## src/rtl/irq_arb_pkg.sv

```systemverilog
package irq_arb_pkg;
    localparam int PRIO_W  = 3;
    localparam int SPLIT_W = 2;

    typedef enum logic [2:0] {
        OP_ENABLE  = 3'd0,
        OP_PRIO    = 3'd1,
        OP_MODE    = 3'd2,
        OP_SETPEND = 3'd3,
        OP_CLRPEND = 3'd4,
        OP_SPLIT   = 3'd5
    } cfg_op_e;

    typedef struct packed {
        logic              en;
        logic              pulse;
        logic [PRIO_W-1:0] prio;
        logic              pend;
        logic              act;
        logic              prev;
    } line_st_t;

    typedef struct packed {
        logic [SPLIT_W-1:0] split;
        logic               nmi_prev;
        logic               nmi_pend;
        logic               nmi_act;
    } top_st_t;
endpackage

```

## src/rtl/irq_line_cell.sv

```systemverilog
module irq_line_cell
    import irq_arb_pkg::*;
(
    input  logic              clk,
    input  logic              rst_n,
    input  logic              irq_in,
    input  logic              cfg_hit,
    input  cfg_op_e           cfg_op,
    input  logic [PRIO_W-1:0] cfg_data,
    input  logic              ack_hit,
    input  logic              done_hit,
    output logic              en_o,
    output logic              pend_o,
    output logic              act_o,
    output logic [PRIO_W-1:0] prio_o
);
    line_st_t st_d, st_q;

    always_comb begin
        st_d      = st_q;
        st_d.prev = irq_in;
        if (cfg_hit) begin
            case (cfg_op)
                OP_ENABLE: st_d.en    = cfg_data[0];
                OP_PRIO:   st_d.prio  = cfg_data;
                OP_MODE:   st_d.pulse = cfg_data[0];
                default:   ;
            endcase
        end
        st_d.act = (st_q.act | ack_hit) & ~done_hit;
        if (st_q.pulse) begin
            if ((cfg_hit && cfg_op == OP_CLRPEND) || ack_hit)
                st_d.pend = 1'b0;
            if ((irq_in && !st_q.prev) || (cfg_hit && cfg_op == OP_SETPEND))
                st_d.pend = 1'b1;
        end else begin
            st_d.pend = irq_in & ~st_d.act;
        end
    end

    always_ff @(posedge clk) begin
        if (!rst_n)
            st_q <= '0;
        else
            st_q <= st_d;
    end

    assign en_o   = st_q.en;
    assign pend_o = st_q.pend;
    assign act_o  = st_q.act;
    assign prio_o = st_q.prio;


    pulse_latch_chk: assert property (@(posedge clk) disable iff (!rst_n)
        st_q.pulse && irq_in && !st_q.prev |=> pend_o);


    level_idle_chk: assert property (@(posedge clk) disable iff (!rst_n)
        !st_q.pulse && !irq_in |=> !pend_o);


    ack_active_chk: assert property (@(posedge clk) disable iff (!rst_n)
        ack_hit && !done_hit |=> act_o);


    level_repend_chk: assert property (@(posedge clk) disable iff (!rst_n)
        !st_q.pulse && act_o && done_hit && !ack_hit && irq_in |=> pend_o);
endmodule

```

## src/rtl/irq_select.sv

```systemverilog
module irq_select
    import irq_arb_pkg::*;
#(
    parameter int NUM_IRQ = 109,
    parameter int IDX_W   = 7
) (
    input  logic                           clk,
    input  logic                           rst_n,
    input  logic [NUM_IRQ-1:0]             pend,
    input  logic [NUM_IRQ-1:0]             en,
    input  logic [NUM_IRQ-1:0][PRIO_W-1:0] prio,
    input  logic                           nmi_pend,
    output logic                           valid_o,
    output logic [IDX_W-1:0]               id_o,
    output logic [PRIO_W-1:0]              prio_o
);
    localparam logic [IDX_W-1:0] NMI_ID = IDX_W'(NUM_IRQ);

    logic              found;
    logic [IDX_W-1:0]  best_id;
    logic [PRIO_W-1:0] best_prio;

    always_comb begin
        found     = 1'b0;
        best_id   = '0;
        best_prio = '1;
        for (int i = NUM_IRQ - 1; i >= 0; i--) begin
            if (pend[i] && en[i] && (!found || prio[i] <= best_prio)) begin
                found     = 1'b1;
                best_id   = IDX_W'(i);
                best_prio = prio[i];
            end
        end
        if (nmi_pend) begin
            found     = 1'b1;
            best_id   = NMI_ID;
            best_prio = '0;
        end
    end

    assign valid_o = found;
    assign id_o    = best_id;
    assign prio_o  = best_prio;


    sel_legal_chk: assert property (@(posedge clk) disable iff (!rst_n)
        valid_o && id_o != NMI_ID |-> pend[id_o] && en[id_o]);
endmodule

```

## src/rtl/irq_prio_arbiter.sv

```systemverilog
module irq_prio_arbiter
    import irq_arb_pkg::*;
#(
    parameter int NUM_IRQ = 109,
    localparam int IDX_W  = $clog2(NUM_IRQ + 1)
) (
    input  logic               clk,
    input  logic               rst_n,
    input  logic [NUM_IRQ-1:0] irq_in,
    input  logic               nmi_in,
    input  logic               cfg_wr,
    input  logic [2:0]         cfg_op,
    input  logic [IDX_W-1:0]   cfg_idx,
    input  logic [PRIO_W-1:0]  cfg_data,
    input  logic               ack,
    input  logic               done,
    input  logic [IDX_W-1:0]   done_id,
    output logic               sel_valid,
    output logic [IDX_W-1:0]   sel_id,
    output logic [PRIO_W-1:0]  sel_prio,
    output logic               preempt
);
    localparam logic [IDX_W-1:0] NMI_ID = IDX_W'(NUM_IRQ);

    cfg_op_e                        op;
    logic [NUM_IRQ-1:0]             en_vec, pend_vec, act_vec;
    logic [NUM_IRQ-1:0][PRIO_W-1:0] prio_vec;
    top_st_t                        st_d, st_q;
    logic                           act_any;
    logic [PRIO_W-1:0]              act_min;
    logic                           take;

    assign op   = cfg_op_e'(cfg_op);
    assign take = ack && sel_valid;

    for (genvar i = 0; i < NUM_IRQ; i++) begin : g_line
        irq_line_cell u_cell (
            .clk      (clk),
            .rst_n    (rst_n),
            .irq_in   (irq_in[i]),
            .cfg_hit  (cfg_wr && cfg_idx == IDX_W'(i)),
            .cfg_op   (op),
            .cfg_data (cfg_data),
            .ack_hit  (take && sel_id == IDX_W'(i)),
            .done_hit (done && done_id == IDX_W'(i)),
            .en_o     (en_vec[i]),
            .pend_o   (pend_vec[i]),
            .act_o    (act_vec[i]),
            .prio_o   (prio_vec[i])
        );
    end

    irq_select #(
        .NUM_IRQ (NUM_IRQ),
        .IDX_W   (IDX_W)
    ) u_select (
        .clk      (clk),
        .rst_n    (rst_n),
        .pend     (pend_vec),
        .en       (en_vec),
        .prio     (prio_vec),
        .nmi_pend (st_q.nmi_pend),
        .valid_o  (sel_valid),
        .id_o     (sel_id),
        .prio_o   (sel_prio)
    );

    always_comb begin
        st_d          = st_q;
        st_d.nmi_prev = nmi_in;
        if (cfg_wr && op == OP_SPLIT)
            st_d.split = cfg_data[SPLIT_W-1:0];
        if (take && sel_id == NMI_ID)
            st_d.nmi_pend = 1'b0;
        if (nmi_in && !st_q.nmi_prev)
            st_d.nmi_pend = 1'b1;
        st_d.nmi_act = (st_q.nmi_act | (take && sel_id == NMI_ID))
                       & ~(done && done_id == NMI_ID);
    end

    always_ff @(posedge clk) begin
        if (!rst_n)
            st_q <= '0;
        else
            st_q <= st_d;
    end

    always_comb begin
        act_any = 1'b0;
        act_min = '1;
        for (int i = 0; i < NUM_IRQ; i++) begin
            if (act_vec[i] && (!act_any || (prio_vec[i] >> st_q.split) < act_min)) begin
                act_any = 1'b1;
                act_min = prio_vec[i] >> st_q.split;
            end
        end
    end

    always_comb begin
        if (!sel_valid)
            preempt = 1'b0;
        else if (sel_id == NMI_ID)
            preempt = !st_q.nmi_act;
        else if (st_q.nmi_act)
            preempt = 1'b0;
        else
            preempt = !act_any || ((sel_prio >> st_q.split) < act_min);
    end


    nmi_first_chk: assert property (@(posedge clk) disable iff (!rst_n)
        st_q.nmi_pend && !st_q.nmi_act |-> sel_valid && sel_id == NMI_ID && preempt);


    nmi_blocks_chk: assert property (@(posedge clk) disable iff (!rst_n)
        st_q.nmi_act && sel_id != NMI_ID |-> !preempt);


    preempt_needs_sel_chk: assert property (@(posedge clk) disable iff (!rst_n)
        preempt |-> sel_valid);
endmodule

```

## config.mk

```make
export PLATFORM = sky130hd
export DESIGN_NAME = irq_prio_arbiter
export DESIGN_NICKNAME = d
export VERILOG_FILES = /design/src/rtl/irq_arb_pkg.sv /design/src/rtl/irq_line_cell.sv /design/src/rtl/irq_select.sv /design/src/rtl/irq_prio_arbiter.sv
export SDC_FILE = /design/constraint.sdc
export NUM_CORES = 2
export LEC_CHECK = 0
export BUFFER_PORTS_ARGS = -buffer_cell sky130_fd_sc_hd__buf_2
export CAP_MARGIN = 20
export CELL_PAD_IN_SITES_DETAIL_PLACEMENT = 1
export CELL_PAD_IN_SITES_GLOBAL_PLACEMENT = 2
export CORE_MARGIN = 2
export CORE_UTILIZATION = 34
export DETAILED_ROUTE_END_ITERATION = 8
export HOLD_SLACK_MARGIN = 0.15
export MAX_ROUTING_LAYER = met4
export PLACE_DENSITY = 0.88
export SLEW_MARGIN = 5
export SYNTH_ARGS = -nofsm -noshare
export SYNTH_HDL_FRONTEND = slang
export SYNTH_SLANG_ARGS = --single-unit
```

## constraint.sdc

```tcl
create_clock -name clk -period 141.2 [get_ports clk]
set_input_delay 0 -clock clk [delete_from_list [all_inputs] [get_ports clk]]
set_output_delay 0 -clock clk [all_outputs]
set_load 0.005 [all_outputs]
```

Word-level counts from Yosys, hierarchy flattened:

Index checks and enable logic that the tools add are counted.

* register bits after elaboration: 877
* input port bits: 135
* word-level logic and storage cells: 4932

* magnitude comparators: 217
* equality and inequality tests: 440
* shift-type cells: 110
* multiplexer cells: 880
* bitwise operators: 548
* reduce and logical (&&, ||, !) cells: 2079

Operators with widths (count)
* $logic_and 1x1->1: 984
* $eq 7x7->1 const B: 137
* $mux 7: 110
* $eq 7x6->1 const B: 96
* $mux 3: 219
* $reduce_and 2->1: 327
* $mux 1: 551
* $logic_or 1x1->1: 435
* $eq 7x5->1 const B: 48
* $shr 3x2->3: 110
* $logic_not 1->1: 328
* $lt 3x3->1: 109
* $ne 3x3->1 const B: 109
* $le 3x3->1: 108
* $and 1x1->1: 219
* $not 1->1: 219
* $eq 7x4->1 const B: 24
* $or 1x1->1: 110
* $eq 7x3->1 const B: 12
* $eq 7x2->1 const B: 6
* $eq 7x1->1 const B: 3
* $logic_not 7->1: 3
* $eq 3x2->1 const B: 2
* $eq 3x3->1 const B: 2
* 3 further kinds: 3

Depth between registers and ports, before layout:

* depth after elaboration: 442
* mapped depth: 943

By module:

A second synthesis with hierarchy kept.

* cells, all modules: 10428
* area total of the unflattened synthesis: 80196.9 um2

By module, submodules not included
* irq_line_cell: instances 109, cells each 37, area each 366.6 um2
* irq_prio_arbiter: instances 1, cells each 3704, area each 22620.4 um2
* irq_select: instances 1, cells each 2691, area each 17616.9 um2

Worst setup path after synthesis:

No wires, ideal clock.

* path type: reg-to-output
* start: register st_q[4] (netlist name)
* end: output preempt
* data arrival time: 145.032 ns
* data required time: 141.200 ns
* slack: -3.832 ns
* stages on the path, launching flop included: 808
* path buffers: 9
* cells stage by stage: dfxtp_1 -> buf_2 -> buf_1 -> buf_2 -> clkbuf_1 -> clkbuf_1 -> clkbuf_1 -> buf_1 -> o21ai_0 -> inv_1 -> ha_1 -> a21oi_1 -> o21ai_0 -> nor3_1 -> or2_2 -> ha_1 -> a21oi_1 -> o21a_1 -> (+772 left out) -> a211o_1 -> a21boi_1 -> mux2i_1 -> ha_1 -> a21oi_1 -> o21ai_0 -> a211o_1 -> o31ai_1 -> a21oi_1 -> and3_1 -> a211oi_1 -> ha_1 -> a21oi_1 -> nand3_1 -> a21oi_1 -> o21ai_0 -> a211oi_1 -> a21o_1

RTL lines
* from (decl): RTL line irq_prio_arbiter.sv:28 `top_st_t st_d, st_q;`
* from (signal assigned): RTL line irq_prio_arbiter.sv:85 `st_q <= st_d;`
* to (decl): RTL line irq_prio_arbiter.sv:21 `output logic preempt`

==> results.py <==
metrics = {
    "critical_path": {
        "reg2reg_from": "g_line[108].u_cell.pend_o",
        "slowest_delay_ps": 600,
        "crit_slowest_cell": "or4b_2",
        "endpoint_kind": "output pin",
        "crit_type": "reg -> out",
        "rr_endpoint": "g_line[63].u_cell.pend_o",
        "worst_path_most_repeated_cell": "a21oi_2",
        "r2r_slack_ps": -5060,
        "required_ps": 141200,
        "rr_worst_depth": 857,
        "crit_path_start_kind": "flip-flop",
        "crit_path_max_fanout": 8,
        "worstPathArrival_ps": 146950,
    },
    "die": {
        "die_w_microns": 472,
        "dieHeight_microns": 472,
        "start_util_pct": 34.3,
        "core_area_sq_um": 217000,
        "dieArea_sq_um": 223000,
        "rows": 171,
        "io_pins": 147,
    },
    "final_layout": {
        "finish.utilization_pct": 51.9,
        "syn_to_final_growth_pct": 51.5,
        "layout_commonest_cell": "buf_4",
        "fin_area_sq_um": 113000,
        "fin_nets": 13413,
        "layout_common_cells": "buf_4, nand2_1, nor2_1, dfxtp_1, a21oi_1",
        "drive_gt1_share_pct": 36.8,
    },
    "grt": {
        "grt.met1_usage_pct": 41.9,
        "grt_max_degree": 205,
        "grt_pass1_wl_microns": 599000,
        "grt.busiest_layer": "met2",
        "grt_overflow": 0,
        "grt_use_met3_pct": 5.93,
        "antenna_found_initial": 40,
        "grt_pass1_vias": 96997,
        "grt_util_all_layers_pct": 35.6,
        "gr-usage-met2_pct": 55.8,
    },
    "synth": {
        "synth_fa_ha_area_share_pct": 9.10,
        "synth_top_family_by_area": "compound AO/OA/AOI/OAI gates",
        "synth_compound_area_share_pct": 30.7,
        "async_reset_ff_share_pct": 0,
        "yosys_register_bits": 877,
        "synth_mux_area_share_pct": 6.11,
        "synth_xor_area_share_pct": 0,
        "ys_seq_area_share_pct": 23.6,
        "yosysWarnings": 0,
        "synth_area_sq_um": 74500,
        "syn_avg_cell_area_sq_um": 7.01,
        "syn-num-nets": 11298,
        "syn_inst": 10621,
        "synth_edf_count": 0,
        "synth_cell_type_count": 111,
        "yosys.area_share.simple_pct": 24.7,
        "synth_flop_cell": "dfxtp_1",
    },
    "power_and_ir_drop": {
        "p_sw_w": 0.000188,
        "power_frac_comb_pct": 14.7,
        "seq_power_share_pct": 38.9,
        "p_leak_nw": 47.0,
        "internal-power_w": 0.000464,
        "swShare_pct": 28.9,
        "power_density_nw_per_um2": 5.78,
        "clock_power_share_pct": 46.4,
        "ir_drop_uv": 9.15,
    },
    "detailed_routing": {
        "avgRoutedWirePerCell_microns": 29.3,
        "wirelength_microns": 460000,
        "first_iter_violations": 10304,
        "vias": 100117,
        "drc": 0,
        "dr.pass1.iters": 6,
        "viasPerCell": 6.37,
        "final_antenna_net_count": 0,
    },
    "placement": {
        "hpwl_microns": 289000,
        "place_congestion": 1.03,
        "port_buffers": 146,
        "dp_slack_ps": -10390,
        "place_area_sq_um": 86700,
    },
    "clocking": {
        "root_buffer": "clkbuf_16",
        "cts_made_buffers": 105,
        "path_clk_slew_ps": 60,
        "cts_max_level": 3,
        "clock_path_buffers": 3,
        "clk_latency_ps": 760,
        "tritoncts": "yes",
        "clkSinkCount": 877,
    },
    "job": {
        "maxCapViolCount": 1,
    },
    "sta": {
        "rsz0062_at_grt": "yes",
        "hold_viol": 0,
        "period_share_pct": 104,
        "worst_pin_slew_ps": 1490,
        "fin_skew_ps": 24.8,
        "setup_ws_ps": -5750,
        "slew_headroom_pct": -1.85,
        "setup_violations": 229,
        "fin_crit_ps": 146950,
        "tns_ps": -1105500,
        "fmax_mhz": 6.81,
        "slew_violations": 1,
    },
    "min_path": {
        "hp-class": "in -> reg",
        "holdPathEnd": "g_line[93].u_cell.pend_o",
        "hp-start": "irq_in[93]",
        "whs_path_depth": 4,
    },
    "status": {
        "failed_checks": "max-capacitance violations, max-slew violations, negative setup slack",
        "outcome": "finished with violations",
    },
}
==> power by group through the flow <==
stage / sequential, W / combinational, W / clock [W]
detailed placement: 0.000259 / 0.0000660 / 0
floorplan: 0.000258 / 0.0000368 / 0
CTS: 0.000253 / 0.0000787 / 0.000300
global route: 0.000254 / 0.0000987 / 0.000310
finish: 0.000254 / 0.0000960 / 0.000302
global placement: 0.000258 / 0.0000638 / 0
==> registers in the layout, summed over array words and instances (netlist names) <==
signal and cells:
g_line.u_cell.prio_o 327, g_line.u_cell.en_o 109, st_q 5, g_line.u_cell.act_o 109, g_line.u_cell.pend_o 109, g_line.u_cell.st_q 218
==> worst max path at each step <==
stage | start | end | slack (ps)
3_3_place_gp | g_line[108].u_cell.pend_o | g_line[63].u_cell.pend_o | -3630
5_1_grt | st_q[3] | preempt | -10660
6_report | g_line[108].u_cell.pend_o | preempt | -5750
4_1_cts | g_line[108].u_cell.en_o | preempt | 10
2_1_floorplan | st_q[4] | preempt | -40
3_5_place_dp | st_q[4] | preempt | -10390
==> repair_timing <==
| action | in CTS | in global routing |
|---|---|---|
| gates cloned | 0 | 6 |
| buffers inserted | 444 | 498 |
| setup endpoints to repair | 229 | 229 |
| hold buffers | 210 | 1 |
| pin swaps | 421 | 1338 |
| gates resized for setup | 886 | 2013 |
| hold endpoints to repair | 607 | 1 |
==> through the flow <==
stage | total power, W | hold WS, ps | cells
2_1_floorplan | 0.000295 | 122 | 10621
5_1_grt | 0.000663 | 182 | 15706
3_3_place_gp | 0.000322 | 291 | 14334
6_report | 0.000652 | 147 | 15708
3_5_place_dp | 0.000325 | 296 | 14337
4_1_cts | 0.000632 | 150 | 15185
==> cell families after synthesis <==
logic type | count (synthesis)
flops | 877
compound gates | 3614
buf+inv | 1136
simple gates | 4008
mux | 444
fa+ha+maj | 542
==> cell type report <==
class | instances | area, sq um
clock buffers | 159 | 3210
well taps | 2854 | 3570
inverters | 631 | 2390
clock inverters | 36 | 515
diodes | 30 | 75.1
fillers | 25929 | 105000
flip-flops and latches | 877 | 17600
repair buffers | 2513 | 20200
multi-input cells | 8608 | 65400
==> routing by layer <==
metal | wire, microns | part of all wire, % | vias up
met1 | 170000 | 37 | 49746
met4 | 43100 | 9.4 | 0
li1 | - | - | 42787
met2 | 206000 | 45 | 5473
met5 | 0 | 0 | -
met3 | 41100 | 8.9 | 2111
==> synthesized netlist by cell type, types with 29 or more instances <==
cell / count / share of area [%]
o22ai_1: 56 / 0.47
a211oi_1: 66 / 0.67
a21oi_1: 1112 / 7.5
a21boi_0: 29 / 0.29
nand3_1: 425 / 2.9
o21ai_0: 927 / 6.2
or2_2: 81 / 0.68
a31oi_1: 221 / 1.9
clkbuf_1: 413 / 2.1
a21o_1: 171 / 1.7
nor2b_1: 105 / 0.88
ha_1: 542 / 9.1
nor4_1: 33 / 0.28
and3_1: 81 / 0.68
buf_1: 47 / 0.24
mux2_2: 81 / 1.2
o31ai_1: 51 / 0.51
nor2_1: 1218 / 6.1
mux2i_1: 362 / 4.9
o211a_1: 39 / 0.52
o211ai_1: 136 / 1.4
dfxtp_1: 877 / 24
o21a_1: 183 / 1.8
or3_1: 57 / 0.48
nand4_1: 79 / 0.66
buf_2: 34 / 0.23
nand2_1: 1270 / 6.4
a31o_2: 34 / 0.40
inv_1: 629 / 3.2
and2_1: 169 / 1.4
nor3_1: 203 / 1.4
o221ai_1: 104 / 1.2
o221a_2: 101 / 1.5
nor3b_1: 30 / 0.30
o21bai_1: 36 / 0.36
nand2b_1: 143 / 1.2
==> worst max-delay path, delay by kind of cell (launching register included) <==
kind / cells / cell delay (ps)
mux: 28 / 8230
simple gates: 198 / 27450
flops: 1 / 360
fa+ha+maj: 117 / 29530
buf+inv: 111 / 13650
compound gates: 460 / 76860
(Power assumes the default switching activity.)
